--- src/rtl/sat_pkg.sv ---
package sat_pkg;

   typedef enum logic [5:0] {
      OP_SADD  = 6'b000110,
      OP_SADDI = 6'b010001,
      OP_SSUB  = 6'b000101,
      OP_SSUBR = 6'b000100,
      OP_SSUBI = 6'b110011
   } sat_op_e;

   typedef struct packed {
      logic cy;
      logic ov;
      logic s;
      logic z;
   } sat_flags_t;

endpackage

--- src/rtl/sat_operand_sel.sv ---
module sat_operand_sel
   import sat_pkg::*;
#(
   parameter int W     = 32,
   parameter int IMM_S = 5,
   parameter int IMM_L = 16
) (
   input  logic [5:0]       opcode,
   input  logic [W-1:0]     reg1_val,
   input  logic [W-1:0]     reg2_val,
   input  logic [IMM_S-1:0] imm_short,
   input  logic [IMM_L-1:0] imm_long,
   output logic [W-1:0]     opnd_a,
   output logic [W-1:0]     opnd_b,
   output logic             do_sub,
   output logic             known_op
);

   initial begin
      if (IMM_S < 1 || IMM_S > W) $error("sat_operand_sel: IMM_S out of range");
      if (IMM_L < 1 || IMM_L > W) $error("sat_operand_sel: IMM_L out of range");
   end

   logic [W-1:0] sext_short;
   logic [W-1:0] sext_long;

   generate
      if (IMM_S < W) begin : g_short_ext
         assign sext_short = {{(W-IMM_S){imm_short[IMM_S-1]}}, imm_short};
      end else begin : g_short_full
         assign sext_short = imm_short;
      end
      if (IMM_L < W) begin : g_long_ext
         assign sext_long = {{(W-IMM_L){imm_long[IMM_L-1]}}, imm_long};
      end else begin : g_long_full
         assign sext_long = imm_long;
      end
   endgenerate

   always_comb begin
      opnd_a   = '0;
      opnd_b   = '0;
      do_sub   = 1'b0;
      known_op = 1'b1;
      case (opcode)
         OP_SADD:  begin opnd_a = reg2_val; opnd_b = reg1_val;   end
         OP_SADDI: begin opnd_a = reg2_val; opnd_b = sext_short; end
         OP_SSUB:  begin opnd_a = reg2_val; opnd_b = reg1_val;   do_sub = 1'b1; end
         OP_SSUBR: begin opnd_a = reg1_val; opnd_b = reg2_val;   do_sub = 1'b1; end
         OP_SSUBI: begin opnd_a = reg1_val; opnd_b = sext_long;  do_sub = 1'b1; end
         default:  known_op = 1'b0;
      endcase
   end

endmodule

--- src/rtl/sat_addsub_core.sv ---
module sat_addsub_core #(
   parameter int W = 32
) (
   input  logic [W-1:0] opnd_a,
   input  logic [W-1:0] opnd_b,
   input  logic         do_sub,
   output logic [W-1:0] clamped,
   output logic         carry_flag,
   output logic         overflow
);

   initial begin
      if (W < 2) $error("sat_addsub_core: W must be at least 2");
   end

   localparam logic [W-1:0] POS_LIMIT = {1'b0, {(W-1){1'b1}}};
   localparam logic [W-1:0] NEG_LIMIT = {1'b1, {(W-1){1'b0}}};

   logic [W-1:0] b_eff;
   logic [W:0]   raw_sum;

   assign b_eff      = do_sub ? ~opnd_b : opnd_b;
   assign raw_sum    = {1'b0, opnd_a} + {1'b0, b_eff} + {{W{1'b0}}, do_sub};
   assign carry_flag = do_sub ? ~raw_sum[W] : raw_sum[W];
   assign overflow   = (opnd_a[W-1] == b_eff[W-1]) && (raw_sum[W-1] != opnd_a[W-1]);

   always_comb begin
      if (!overflow)         clamped = raw_sum[W-1:0];
      else if (opnd_a[W-1])  clamped = NEG_LIMIT;
      else                   clamped = POS_LIMIT;
   end

endmodule

--- src/rtl/sat_sticky_flag.sv ---
module sat_sticky_flag (
   input  logic clk,
   input  logic rst_n,
   input  logic clr,
   input  logic set_ev,
   output logic flag_next,
   output logic flag_q
);

   assign flag_next = (flag_q & ~clr) | set_ev;

   always_ff @(posedge clk or negedge rst_n) begin
      if (!rst_n) flag_q <= 1'b0;
      else        flag_q <= flag_next;
   end


   sticky_hold_chk: assert property (@(posedge clk) disable iff (!rst_n)
      (flag_q && !clr) |=> flag_q);


   clear_drop_chk: assert property (@(posedge clk) disable iff (!rst_n)
      (clr && !set_ev) |=> !flag_q);


   set_wins_chk: assert property (@(posedge clk) disable iff (!rst_n)
      set_ev |=> flag_q);

endmodule

--- src/rtl/sat_arith_unit.sv ---
module sat_arith_unit
   import sat_pkg::*;
#(
   parameter int W     = 32,
   parameter int IMM_S = 5,
   parameter int IMM_L = 16
) (
   input  logic             clk,
   input  logic             rst_n,
   input  logic             op_valid,
   input  logic [5:0]       opcode,
   input  logic [W-1:0]     reg1_val,
   input  logic [W-1:0]     reg2_val,
   input  logic [IMM_S-1:0] imm_short,
   input  logic [IMM_L-1:0] imm_long,
   input  logic             clr_sat,
   output logic [W-1:0]     result,
   output logic             wr_en,
   output logic             flag_cy,
   output logic             flag_ov,
   output logic             flag_s,
   output logic             flag_z,
   output logic             flag_sat
);

   localparam logic [W-1:0] POS_LIMIT = {1'b0, {(W-1){1'b1}}};
   localparam logic [W-1:0] NEG_LIMIT = {1'b1, {(W-1){1'b0}}};

   logic [W-1:0] opnd_a, opnd_b, clamped;
   logic         do_sub, known_op, carry_raw, ovf_raw, active, sat_stored;
   sat_flags_t   flags;

   sat_operand_sel #(.W(W), .IMM_S(IMM_S), .IMM_L(IMM_L)) u_sel (
      .opcode    (opcode),
      .reg1_val  (reg1_val),
      .reg2_val  (reg2_val),
      .imm_short (imm_short),
      .imm_long  (imm_long),
      .opnd_a    (opnd_a),
      .opnd_b    (opnd_b),
      .do_sub    (do_sub),
      .known_op  (known_op)
   );

   sat_addsub_core #(.W(W)) u_core (
      .opnd_a     (opnd_a),
      .opnd_b     (opnd_b),
      .do_sub     (do_sub),
      .clamped    (clamped),
      .carry_flag (carry_raw),
      .overflow   (ovf_raw)
   );

   assign active = op_valid & known_op;

   always_comb begin
      flags = '0;
      if (active) begin
         flags.cy = carry_raw;
         flags.ov = ovf_raw;
         flags.s  = clamped[W-1];
         flags.z  = (clamped == '0);
      end
   end

   sat_sticky_flag u_sticky (
      .clk       (clk),
      .rst_n     (rst_n),
      .clr       (clr_sat),
      .set_ev    (flags.ov),
      .flag_next (flag_sat),
      .flag_q    (sat_stored)
   );

   assign result  = active ? clamped : '0;
   assign wr_en   = active;
   assign flag_cy = flags.cy;
   assign flag_ov = flags.ov;
   assign flag_s  = flags.s;
   assign flag_z  = flags.z;


   idle_quiet_chk: assert property (@(posedge clk) disable iff (!rst_n)
      !op_valid |-> (!wr_en && result == '0 && !flag_ov));


   clamp_value_chk: assert property (@(posedge clk) disable iff (!rst_n)
      flag_ov |-> (result == POS_LIMIT || result == NEG_LIMIT));


   sat_follows_ov_chk: assert property (@(posedge clk) disable iff (!rst_n)
      flag_ov |-> flag_sat);


   zero_sign_chk: assert property (@(posedge clk) disable iff (!rst_n)
      wr_en |-> (flag_z == (result == '0) && flag_s == result[W-1]));


   sticky_port_chk: assert property (@(posedge clk) disable iff (!rst_n)
      sat_stored |-> (flag_sat || clr_sat));

endmodule

--- config.mk ---
export PLATFORM = sky130hd
export DESIGN_NAME = sat_arith_unit
export DESIGN_NICKNAME = d
export VERILOG_FILES = /design/src/rtl/sat_pkg.sv /design/src/rtl/sat_operand_sel.sv /design/src/rtl/sat_addsub_core.sv /design/src/rtl/sat_sticky_flag.sv /design/src/rtl/sat_arith_unit.sv
export SDC_FILE = /design/constraint.sdc
export NUM_CORES = 1
export LEC_CHECK = 0
export BUFFER_PORTS_ARGS = -buffer_cell sky130_fd_sc_hd__buf_2
export CORE_AREA = 2 2 93 95
export DETAILED_ROUTE_END_ITERATION = 7
export DIE_AREA = 0 0 95 97
export GPL_TIMING_DRIVEN = 0
export HOLD_SLACK_MARGIN = 0.1
export PLACE_DENSITY_LB_ADDON = 0.08
export SYNTH_ARGS = -nofsm -noshare
export SYNTH_HDL_FRONTEND = slang
export SYNTH_HIERARCHICAL = 1
export SYNTH_SLANG_ARGS = --single-unit
--- constraint.sdc ---
create_clock -name clk -period 9.45 [get_ports clk]
set_clock_uncertainty 0.15 [all_clocks]
set_input_delay 0.945 -clock clk [delete_from_list [all_inputs] [get_ports clk]]
set_output_delay 0.945 -clock clk [all_outputs]
set_load 0.02 [all_outputs]
==> run_results.csv <==
group,metric,value,unit
detailed_routing,drtPass1Iterations,6,
critical_path,cp_slowest_stage_delay,0.37,ns
layout,final_core_util,54.2,%
critical_path,worst_ep_arrival_time,5.94,ns
global_routing,grt_util_met2,42.2,%
floorplanning,start_util,44.5,%
critical_path,crit_chain,"buf_2 > and4bb_1 > and3_1 > clkbuf_1 > a22o_1 > buf_2 > a221o_1 > xor2_1 > ha_1 > clkbuf_1 > a21oi_1 > nand2_1 > a221o_1 > a21o_1 > a211o_1 > a31oi_1 > o31a_2 > buf_6 > o21ai_1 > nor4_2 > nand4_1 > nor3_2 > buf_2",
floorplanning,die_w,95,um
floorplanning,dieArea,0.00922,mm2
yosys,synth.top_cell.area_share,10.7,%
yosys,synthArstFlopShare,100,%
yosys,synthCells,511,
yosys,netlist_area,0.00362,mm2
placement,hpwl,10.4,mm
layout,largest_register_ffs,1,
layout,regMostFlops,"u_sticky/flag_q",
global_routing,grt.met3_usage,0.156,%
pwr,design_power_total,0.126,mW
sta,fin_crit,7.04,ns
layout,top_regs,"u_sticky/flag_q (1)",
pwr,vdd.ir_drop.worst,0.0000152,V
clock_network,postCtsHoldBufs,0,
critical_path,startpoint_type,"input port",
critical_path,crit_required,8.36,ns
sta,timing.hold.ws,0.314,ns
outcome,status,"completed",
sta,setup_ws,2.41,ns
global_routing,grt_pass1_vias,4173,
pwr,p_leak,2.50,nW
layout,multi_input_area,0.00334,mm2
clock_network,clk_latency,0,ns
global_routing,antenna_found_initial,0,
placement,dp_worst_setup_slack,2.43,ns
sta,rsz0062_at_grt,"false",
critical_path,cp_max_fo,10,
layout,area_growth_syn_to_layout,21.9,%
detailed_routing,drtIter0Drc,328,
sta,setup_violations,0,
placement,dp_cells,748,
clock_network,clk_pin_slew,0,ns
sta,drv_slew,0,
global_routing,grt_max_degree,11,
layout,drive_above_1_share,27.2,%
global_routing,grtUsageMet1,40.4,%
sta,finalCritPeriodShare,74.5,%
placement,placed_area,0.00441,mm2
floorplanning,core_area,0.00813,mm2
yosys,synth_flop_cell,"dfrtp_1",
yosys,syn-num-nets,638,
detailed_routing,vias_per_cell,5.96,
detailed_routing,drc,0,
yosys,ys_warn_count,6,
layout,postLayoutCellArea,0.00441,mm2
layout,final_cell_mix,"buf_2 (140), nand2_1 (48), xor2_1 (41)",
layout,nets,772,
yosys,synth-seq-cells,1,
floorplanning,ios,133,
clock_network,cts_resized,0,
sta,slew-limit-headroom,47.8,%
detailed_routing,avgRoutedWirePerCell,16.1,um
clock_network,post-cts-setup-buffer-count,0,
global_routing,grt_pass1_wl,20.3,mm
global_routing,grt_use_total,25.9,%
layout,diodes,0,
yosys,synth_largest_area_cell,"ha_1",
yosys,ys_seq_area_share,0.691,%
critical_path,path_class,"input port to primary output",
yosys,synth.area.top_cells,"ha_1 (11%), xor2_1 (9.9%), a22o_1 (8.0%), and3_1 (6.4%), a21oi_1 (5.0%)",
floorplanning,die_y,97,um
yosys,syn-mean-instance-area,7.08,um2
hold_path,hp-class,"register to register",
detailed_routing,wl,12.1,mm
yosys,ys_types,68,
pwr,power.density,28.6,mW/mm2
sta,setup_tns,0,ns
placement,portBuffers,132,
floorplanning,num_rows,33,
sta,fmax,0.142,GHz
layout,stdcell_count,748,
global_routing,busiest_layer,"met2",
yosys,synth-edff-count,0,
layout,final_common_cell,"buf_2",
run,cap_violations,0,
global_routing,grt_overflow,0,
detailed_routing,antenna_left,0,
layout,nFillCells,839,
critical_path,cp-end-kind,"primary output",
placement,gp_congestion,0.899,
sta,tightest_slew,0.783,ns
sta,finalHoldViolCount,0,
detailed_routing,num_vias,4459,
critical_path,slowest_stage,"a22o_1",
layout,seqCellArea,25.0,um2
critical_path,crit_top_cell,"buf_2",
==> worst max-delay path: cells and delay by family <==
family	cells	cell delay [ns]
fa+ha+maj	1	0.25
buf+inv	6	1.24
compound gates	9	2.11
simple gates	6	1.23
xor+xnor	1	0.16
==> layout make-up <==
cell class              instances  area share (%)
well taps                     105            2.98
plain buffers                  43            4.93
flip-flops and latches          1           0.567
multi-input cells             457            75.7
inverters                      10           0.851
repair buffers                132            15.0
==> cell usage after synthesis, types with 2 or more instances <==
master / count
a21oi_1: 36
o21ai_1: 23
a221o_1: 18
nand4_1: 6
o211ai_1: 5
a22o_1: 33
o21ai_0: 20
buf_2: 8
nand2_1: 48
o21a_1: 8
nor2_1: 17
clkbuf_1: 25
nor4_2: 4
nor4_1: 5
buf_6: 4
or2_1: 3
a222oi_1: 15
a21o_1: 10
nor3_1: 6
ha_1: 31
and2_1: 3
inv_1: 10
nand2b_1: 2
a31oi_1: 5
o21bai_1: 5
xnor2_1: 19
o31ai_1: 4
o21ai_2: 8
or2_2: 2
xor2_1: 41
nor2b_1: 2
nand3_1: 10
and3_1: 37
buf_4: 4
==> logic make-up (layout without fill, tap and decap cells) <==
kind of cell    Yosys count  after routing  synth area share, %
compound gates          203            203                 40.8
xor+xnor                 60             60                 14.5
fa+ha+maj                32             32                 11.3
buf+inv                  53            185                 7.05
flops                     1              1                0.691
mux                       2              2                0.691
simple gates            160            160                 25.0
==> where the power goes <==
part	internal (mW)	leakage [nW]	switching, mW
Sequential	0.00436	0.0140	0.000000257
Combinational	0.0524	2.49	0.0695
Clock	0	0	0
Total	0.0568	2.50	0.0695
==> worst paths after layout <==
path,startpoint,to,slack (ns),cells after the start
max,opcode[2],flag_z,2.41,23
min,u_sticky/flag_q,u_sticky/flag_q,0.31,1
max reg2reg,u_sticky/flag_q,u_sticky/flag_q,8.68,1
min reg2reg,u_sticky/flag_q,u_sticky/flag_q,0.31,1
max in group asynchronous,rst_n,u_sticky/flag_q,8.50,1
min in group asynchronous,rst_n,u_sticky/flag_q,0.57,1
==> metal layers <==
metal  vias up  part of all wire, %  wire length (um)
met3         0                  5.4               648
li1       2245                    -                 -
met5         -                    0                 0
met4         0                    0                 0
met1      2057                   51              6100
met2       157                   44              5320
Power figures use the tool's default switching activity.
